$ cat src/rtl/illegal_insn_screen.sv
module illegal_insn_screen #(
  parameter int EVT_W = 12,
  parameter logic [EVT_W-1:0] EVT_GENERAL = 'h180,
  parameter logic [EVT_W-1:0] EVT_SLOT = 'h1A0
) (
  input  logic             clk,
  input  logic             rst_n,
  input  logic             flush,
  input  logic             ins_valid,
  input  logic [15:0]      ins_word,
  input  logic             is_dly_branch,
  input  logic             is_pc_write,
  input  logic             is_priv,
  input  logic             is_gbr_access,
  input  logic             sr_md,
  input  logic             sr_cl,
  output logic             gen_illegal_req,
  output logic             slot_illegal_req,
  output logic [EVT_W-1:0] evt_code
);

  logic slot_q;
  logic undef_op;
  logic priv_user;

  assign undef_op  = sr_cl ? (&ins_word[15:10]) : (&ins_word[15:12]);
  assign priv_user = is_priv & ~is_gbr_access & ~sr_md;

  assign slot_illegal_req = ins_valid & slot_q &
                            (undef_op | is_pc_write | is_dly_branch | priv_user);
  assign gen_illegal_req  = ins_valid & ~slot_q & (undef_op | priv_user);

  assign evt_code = slot_illegal_req ? EVT_SLOT :
                    gen_illegal_req  ? EVT_GENERAL : '0;

  always_ff @(posedge clk) begin
    if (!rst_n || flush)
      slot_q <= 1'b0;
    else if (ins_valid)
      slot_q <= is_dly_branch & ~gen_illegal_req & ~slot_illegal_req;
  end

  a_r6_one_request: assert property (@(posedge clk) disable iff (!rst_n)
    $onehot0({gen_illegal_req, slot_illegal_req}));

  a_r1_general_code: assert property (@(posedge clk) disable iff (!rst_n)
    gen_illegal_req |-> evt_code == EVT_GENERAL);

  a_r4_slot_code: assert property (@(posedge clk) disable iff (!rst_n)
    slot_illegal_req |-> evt_code == EVT_SLOT);

  a_r9_idle_quiet: assert property (@(posedge clk) disable iff (!rst_n)
    !ins_valid |-> !gen_illegal_req && !slot_illegal_req);

  a_r8_flush_clears: assert property (@(posedge clk) disable iff (!rst_n)
    flush |=> !slot_illegal_req);

  a_r7_slot_closes: assert property (@(posedge clk) disable iff (!rst_n)
    (ins_valid && !is_dly_branch && !flush) |=> !slot_illegal_req);

  a_r7_slot_opens: assert property (@(posedge clk) disable iff (!rst_n)
    (ins_valid && is_dly_branch && !flush && !gen_illegal_req && !slot_illegal_req)
    |=> (!(ins_valid && (&ins_word[15:10])) || slot_illegal_req));

endmodule

$ cat config.mk
export PLATFORM = sky130hd
export DESIGN_NAME = illegal_insn_screen
export DESIGN_NICKNAME = d
export VERILOG_FILES = /design/src/rtl/illegal_insn_screen.sv
export SDC_FILE = /design/constraint.sdc
export NUM_CORES = 1
export LEC_CHECK = 0
export ABC_AREA = 1
export CELL_PAD_IN_SITES_DETAIL_PLACEMENT = 1
export CELL_PAD_IN_SITES_GLOBAL_PLACEMENT = 2
export CORE_ASPECT_RATIO = 0.7
export CORE_MARGIN = 2
export CORE_UTILIZATION = 10
export DETAILED_ROUTE_END_ITERATION = 8
export PLACE_DENSITY = 0.95
export SLEW_MARGIN = 20
export SYNTH_ARGS = -nofsm -noshare
export SYNTH_HDL_FRONTEND = slang
export SYNTH_SLANG_ARGS = --single-unit
$ cat constraint.sdc
create_clock -name clk -period 2.1 [get_ports clk]
set_input_delay 0.42 -clock clk [delete_from_list [all_inputs] [get_ports clk]]
set_output_delay 0.42 -clock clk [all_outputs]
set_load 0.05 [all_outputs]
==> results of run 1 <==
## cell usage after synthesis (all sizes together)
library cell / instances / area [sq um]
a21oi: 1 / 8.76
nor2: 3 / 11.3
o211ai: 1 / 7.51
nand3b: 1 / 20.0
inv: 6 / 22.5
nand2: 10 / 42.5
buf: 11 / 82.6
dfxtp: 1 / 20.0
conb: 1 / 3.75
nand3: 2 / 15.0
## report_power, final
group          switching (mW)  internal (mW)  total (mW)
clock                       0              0           0
sequential           0.000618         0.0202      0.0209
combinational          0.0677         0.0462       0.114
total                  0.0683         0.0664       0.135
## worst max-delay path, delay by kind of cell
family | cells | cell delay (ns)
buffers and inverters | 2 | 0.60
AND/OR/NAND/NOR | 6 | 0.54
## worst max-delay path by stage
stage,start,endpoint,slack (ns),cells past startpoint
global route,ins_word[13],evt_code[7],0.02,8
finish,ins_word[14],evt_code[8],0.11,8
detailed placement,ins_word[14],evt_code[8],0.03,8
floorplan,ins_word[12],evt_code[8],0.30,7
global placement,ins_word[12],evt_code[8],0.06,8
CTS,ins_word[14],evt_code[8],0.03,8
## layer usage
metal,up-vias,share of wire,wire (um)
li1,126,-,-
met1,109,0.39,254
met2,11,0.54,354
met3,0,0.067,44
met4,0,0,0
met5,-,0,0
## area by class of cell
class / instances / area, sq um / share of cell area
Inverter: 6 / 25.0 / 0.0506
Multi-Input combinational cell: 27 / 151 / 0.306
Sequential cell: 1 / 20.0 / 0.0405
Tap cell: 32 / 40.0 / 0.0810
Timing Repair Buffer: 21 / 258 / 0.522
## what timing repair did
| item | in CTS | in global routing |
|---|---|---|
| buffers inserted | 0 | 1 |
| setup endpoints to repair | 0 | 4 |
| resized for setup | 0 | 5 |
## stage by stage
stage	instance area [sq um]	util	power, mW
final	494	0.226	0.135
after global routing	494	0.226	0.140
after CTS	472	0.215	0.132
after detailed placement	472	0.215	0.132
after global placement	472	0.215	0.130
after floorplan	264	-	0.0980
## cell families after synthesis
kind of cell | share of synthesized area
flip-flops | 0.0856
AND/OR/NAND/NOR | 0.380
buffers and inverters | 0.449
other | 0.0160
AO/OA/AOI/OAI | 0.0695
==> results.ini, run 1 <==
[synth]
netlist_area_sq_um = 234
syn_inst = 37
yosysWarnings = 0
synth_cell_types = 12
avgSynthCellArea_sq_um = 6.32
synth_seq_cells = 1
seq_area_frac_synth = 0.0856

[hold_path]
hp-class = flop to flop
holdPathEnd = slot_q$_SDFFE_PP0P_
min_path_cells = 2
hold_start = slot_q$_SDFFE_PP0P_

[timing]
setup_violations = 0
slew_viol_final = 0
skew_ns = 0
tns_ns = 0
final_hold_viol_count = 0
hold_ws_ns = 0.596
max_clock_freq_mhz = 502
rsz0062_at_grt = no
timing.final.ws_setup_ns = 0.108
fin_crit_ns = 1.99
fin_crit_sh = 0.948

[setup_path]
reg2reg_slack_ns = 1.17
crit_type = primary input to primary output
cpMostUsedCell = nand2_1
timing.rr.end = slot_q$_SDFFE_PP0P_
end_kind = primary output
slowest_delay_ns = 0.46
cp_slowest_cell = clkdlybuf4s50_1
arrival_ns = 1.57
worstPathMaxFanout = 3
ff2ff_path_depth = 6
required_ns = 1.68
cp_cell_sequence = clkdlybuf4s50_1 -> nand2_1 -> nor2_1 -> nand2_1 -> nand3_2 -> nand2_2 -> nand2_4 -> buf_12
reg2reg_from = slot_q$_SDFFE_PP0P_
startpoint_type = primary input

[route]
drcViolationCount = 0
ant_nets = 0
viasPerCell = 2.83
drt_wl_total_um = 653
initialDrtViolationCount = 2
first_pass_iters = 2
wire_per_inst_um = 7.51
routed-via-count = 246

[place]
dp_slack_ns = 0.0274
dp_cells = 86
place_congestion = 0.632
dpl.hpwl_um = 624
port_buffers = 20

[grt]
grt_usage = 0.0458
use_met3 = 0
grt_pass1_vias = 221
grt_max_degree = 5
grt_busiest_layer = met2
met2_usage = 0.0947
met1_usage = 0.0552
grt_overflow_total = 0
antenna_found_initial = 0
grt_pass1_wl_um = 979

[clock_tree]
clock_latency_ns = 0
cts_hold_buffers = 0
path_clk_slew_ns = 0

[floorplan]
start_util = 0.107
die_area_sq_um = 2750
rows = 14
die_w_um = 61.8
num_io_pins = 40
core_area_sq_um = 2190
dieHeight_um = 44.5

[power]
p_leak_nw = 0.245
max-vdd-ir-drop_v = 0.000108
power_density_nw_per_um2 = 273

[layout]
diodes = 0
nFillCells = 270
layout.cells.non_filler = 87
fin_nets = 83
largestRegisters = slot_q x1
final_common_cell = clkdlybuf4s50_1
synthToLayoutAreaGrowth_pct = 111
largest_reg_flops = 1
drive_gt1_frac = 0.255
final_cell_mix = 15 x clkdlybuf4s50_1, 9 x conb_1, 7 x nand2_1, 5 x inv_1, 5 x buf_12
largest-register = slot_q

[status]
status = finished clean

[flow_run]
cap_violations = 0

(Power assumes the default switching activity.)
==> run 2: changes to the inputs <==
- SKIP_CTS_REPAIR_TIMING: default -> 1
==> results of run 2 <==
No change in the layout: final DEF, timing and power equal those of run 1.
==> run 3: changes to the inputs <==
- SETUP_SLACK_MARGIN: default -> 0.15
- SLEW_MARGIN: 20 -> default
- clock period: 2.1 -> 2.4 ns (I/O delays scaled with it)
==> run 3 against run 2 <==
  * Die area unchanged
  * Wire length decreased by 3.8%
  * Critical endpoint unchanged
  * Largest power group unchanged
  * Core utilization decreased by 0.91 points
  * Register-to-register slack gained 0.43 ns
  * Highest routed layer unchanged
  * Via count shrank 2.4%
  * Flip-flop and latch count is the same
  * Cell count decreased by 1.1%
  * Clock skew unchanged
==> results.ini, run 3 (synthesis results as in run 1) <==
[power]
p_leak_nw = 0.239  ; -2.6%
max-vdd-ir-drop_v = 0.0000894  ; -17%
power_density_nw_per_um2 = 244  ; -10%

[place]
place_congestion = 0.632  ; unchanged
dp_cells = 86  ; unchanged
dp_slack_ns = 0.207  ; +0.180 ns
dpl.hpwl_um = 624  ; unchanged
port_buffers = 20  ; unchanged
dpl_cell_area_sq_um = 472  ; unchanged

[grt]
met2_usage = 0.0947  ; unchanged
grt_overflow_total = 0  ; unchanged
grt_busiest_layer = met2
grt_pass1_wl_um = 979  ; unchanged
antenna_found_initial = 0  ; unchanged
grt_max_degree = 5  ; unchanged
use_met3 = 0  ; unchanged
grt_pass1_vias = 221  ; unchanged
met1_usage = 0.0552  ; unchanged
grt_usage = 0.0458  ; unchanged

[setup_path]
end_kind = primary output
ff2ff_path_depth = 4  ; -2
slowest_delay_ns = 0.46  ; about the same
cp-endpoint = evt_code[8]
arrival_ns = 1.62  ; +0.05 ns
worstPathMaxFanout = 3  ; unchanged
cp_cell_sequence = clkdlybuf4s50_1 -> nand2_1 -> nor2_1 -> nand2_1 -> nand3_1 -> nand2_2 -> nand2_2 -> buf_12
reg2reg_slack_ns = 1.60  ; +0.43 ns
cp_slowest_cell = clkdlybuf4s50_1
cp-startpoint = ins_word[14]
crit_type = primary input to primary output
required_ns = 1.92  ; +0.24 ns
reg2reg_from = slot_q$_SDFFE_PP0P_
startpoint_type = primary input
timing.rr.end = slot_q$_SDFFE_PP0P_

[route]
viasPerCell = 2.79  ; -1.3%
initialDrtViolationCount = 2  ; unchanged
drcViolationCount = 0  ; unchanged
drt_wl_total_um = 628  ; -3.8%
wire_per_inst_um = 7.30  ; -2.7%
routed-via-count = 240  ; -2.4%
ant_nets = 0  ; unchanged
first_pass_iters = 2  ; unchanged

[layout]
fin_util = 0.217  ; -0.00914
regArea_sq_um = 20.0  ; unchanged
multi_input_area_sq_um = 141  ; -6.6%
fin_nets = 82  ; -1.2%
diodes = 0  ; unchanged
synthToLayoutAreaGrowth_pct = 103
layout.cells.non_filler = 86  ; -1.1%
largestRegisters = slot_q x1
largest-register = slot_q
final_common_cell = clkdlybuf4s50_1
stdcell_area_sq_um = 474  ; -4.1%
nFillCells = 273  ; +1.1%
largest_reg_flops = 1  ; unchanged
drive_gt1_frac = 0.222  ; -0.0323
final_cell_mix = 15 x clkdlybuf4s50_1, 9 x conb_1, 7 x nand2_1, 5 x inv_1, 5 x buf_12

[floorplan]
num_io_pins = 40  ; unchanged
dieHeight_um = 44.5  ; unchanged
die_area_sq_um = 2750  ; unchanged
start_util = 0.107  ; unchanged
die_w_um = 61.8  ; unchanged
core_area_sq_um = 2190  ; unchanged
rows = 14  ; unchanged

[timing]
skew_ns = 0  ; unchanged
slew_viol_final = 0  ; unchanged
tns_ns = 0  ; unchanged
setup_violations = 0  ; unchanged
rsz0062_at_grt = yes
fin_crit_sh = 0.877
timing.final.ws_setup_ns = 0.295  ; +0.187 ns
final_hold_viol_count = 0  ; unchanged
fin_crit_ns = 2.10
max_clock_freq_mhz = 475

[hold_path]
hold_start = slot_q$_SDFFE_PP0P_
hp-class = flop to flop

[clock_tree]
clock_latency_ns = 0  ; unchanged
path_clk_slew_ns = 0  ; unchanged

[flow_run]
cap_violations = 0  ; unchanged

[status]
status = finished clean

run 3: cell types whose count changed in the layout (fill, tap and decap cells not counted), sizes merged:
cell / previous run / this run
buf: 6 / 5
run 3: area by class of cell:
cell class | count | area share
multi-input cells | 27 | 0.298
inverters | 6 | 0.0475
repair buffers | 20 | 0.528
well taps | 32 | 0.0844
flip-flops and latches | 1 | 0.0422
run 3: per-layer routing:
layer | part of all wire | vias to the layer above
li1 | - | 124
met1 | 0.39 | 105
met2 | 0.54 | 11
met3 | 0.070 | 0
met4 | 0 | 0
met5 | 0 | -
run 3: how the worst min path moves through the flow:
stage	endpoint	slack, ns	cells past startpoint
2_1_floorplan	slot_q$_SDFFE_PP0P_	0.55	2
3_3_place_gp	slot_q$_SDFFE_PP0P_	0.58	2
3_5_place_dp	slot_q$_SDFFE_PP0P_	0.59	2
4_1_cts	slot_q$_SDFFE_PP0P_	0.60	2
5_1_grt	slot_q$_SDFFE_PP0P_	0.62	2
6_report	slot_q$_SDFFE_PP0P_	0.60	2
run 3: critical path, delay by kind of cell:
kind / cells / cell delay (ns)
buffers and inverters: 2 / 0.61
and+or+nand+nor: 6 / 0.53
run 3: per-stage QoR:
| step | power, mW | hold slack [ns] |
|---|---|---|
| after floorplan | 0.0858 | 0.551 |
| after CTS | 0.116 | 0.603 |
| after detailed placement | 0.115 | 0.595 |
| after global routing | 0.121 | 0.623 |
| final | 0.116 | 0.596 |
| after global placement | 0.114 | 0.578 |
run 3: report_power, final:
group	internal, mW	switching, mW
clock network	0	0
registers	0.0177	0.000541
logic	0.0393	0.0582
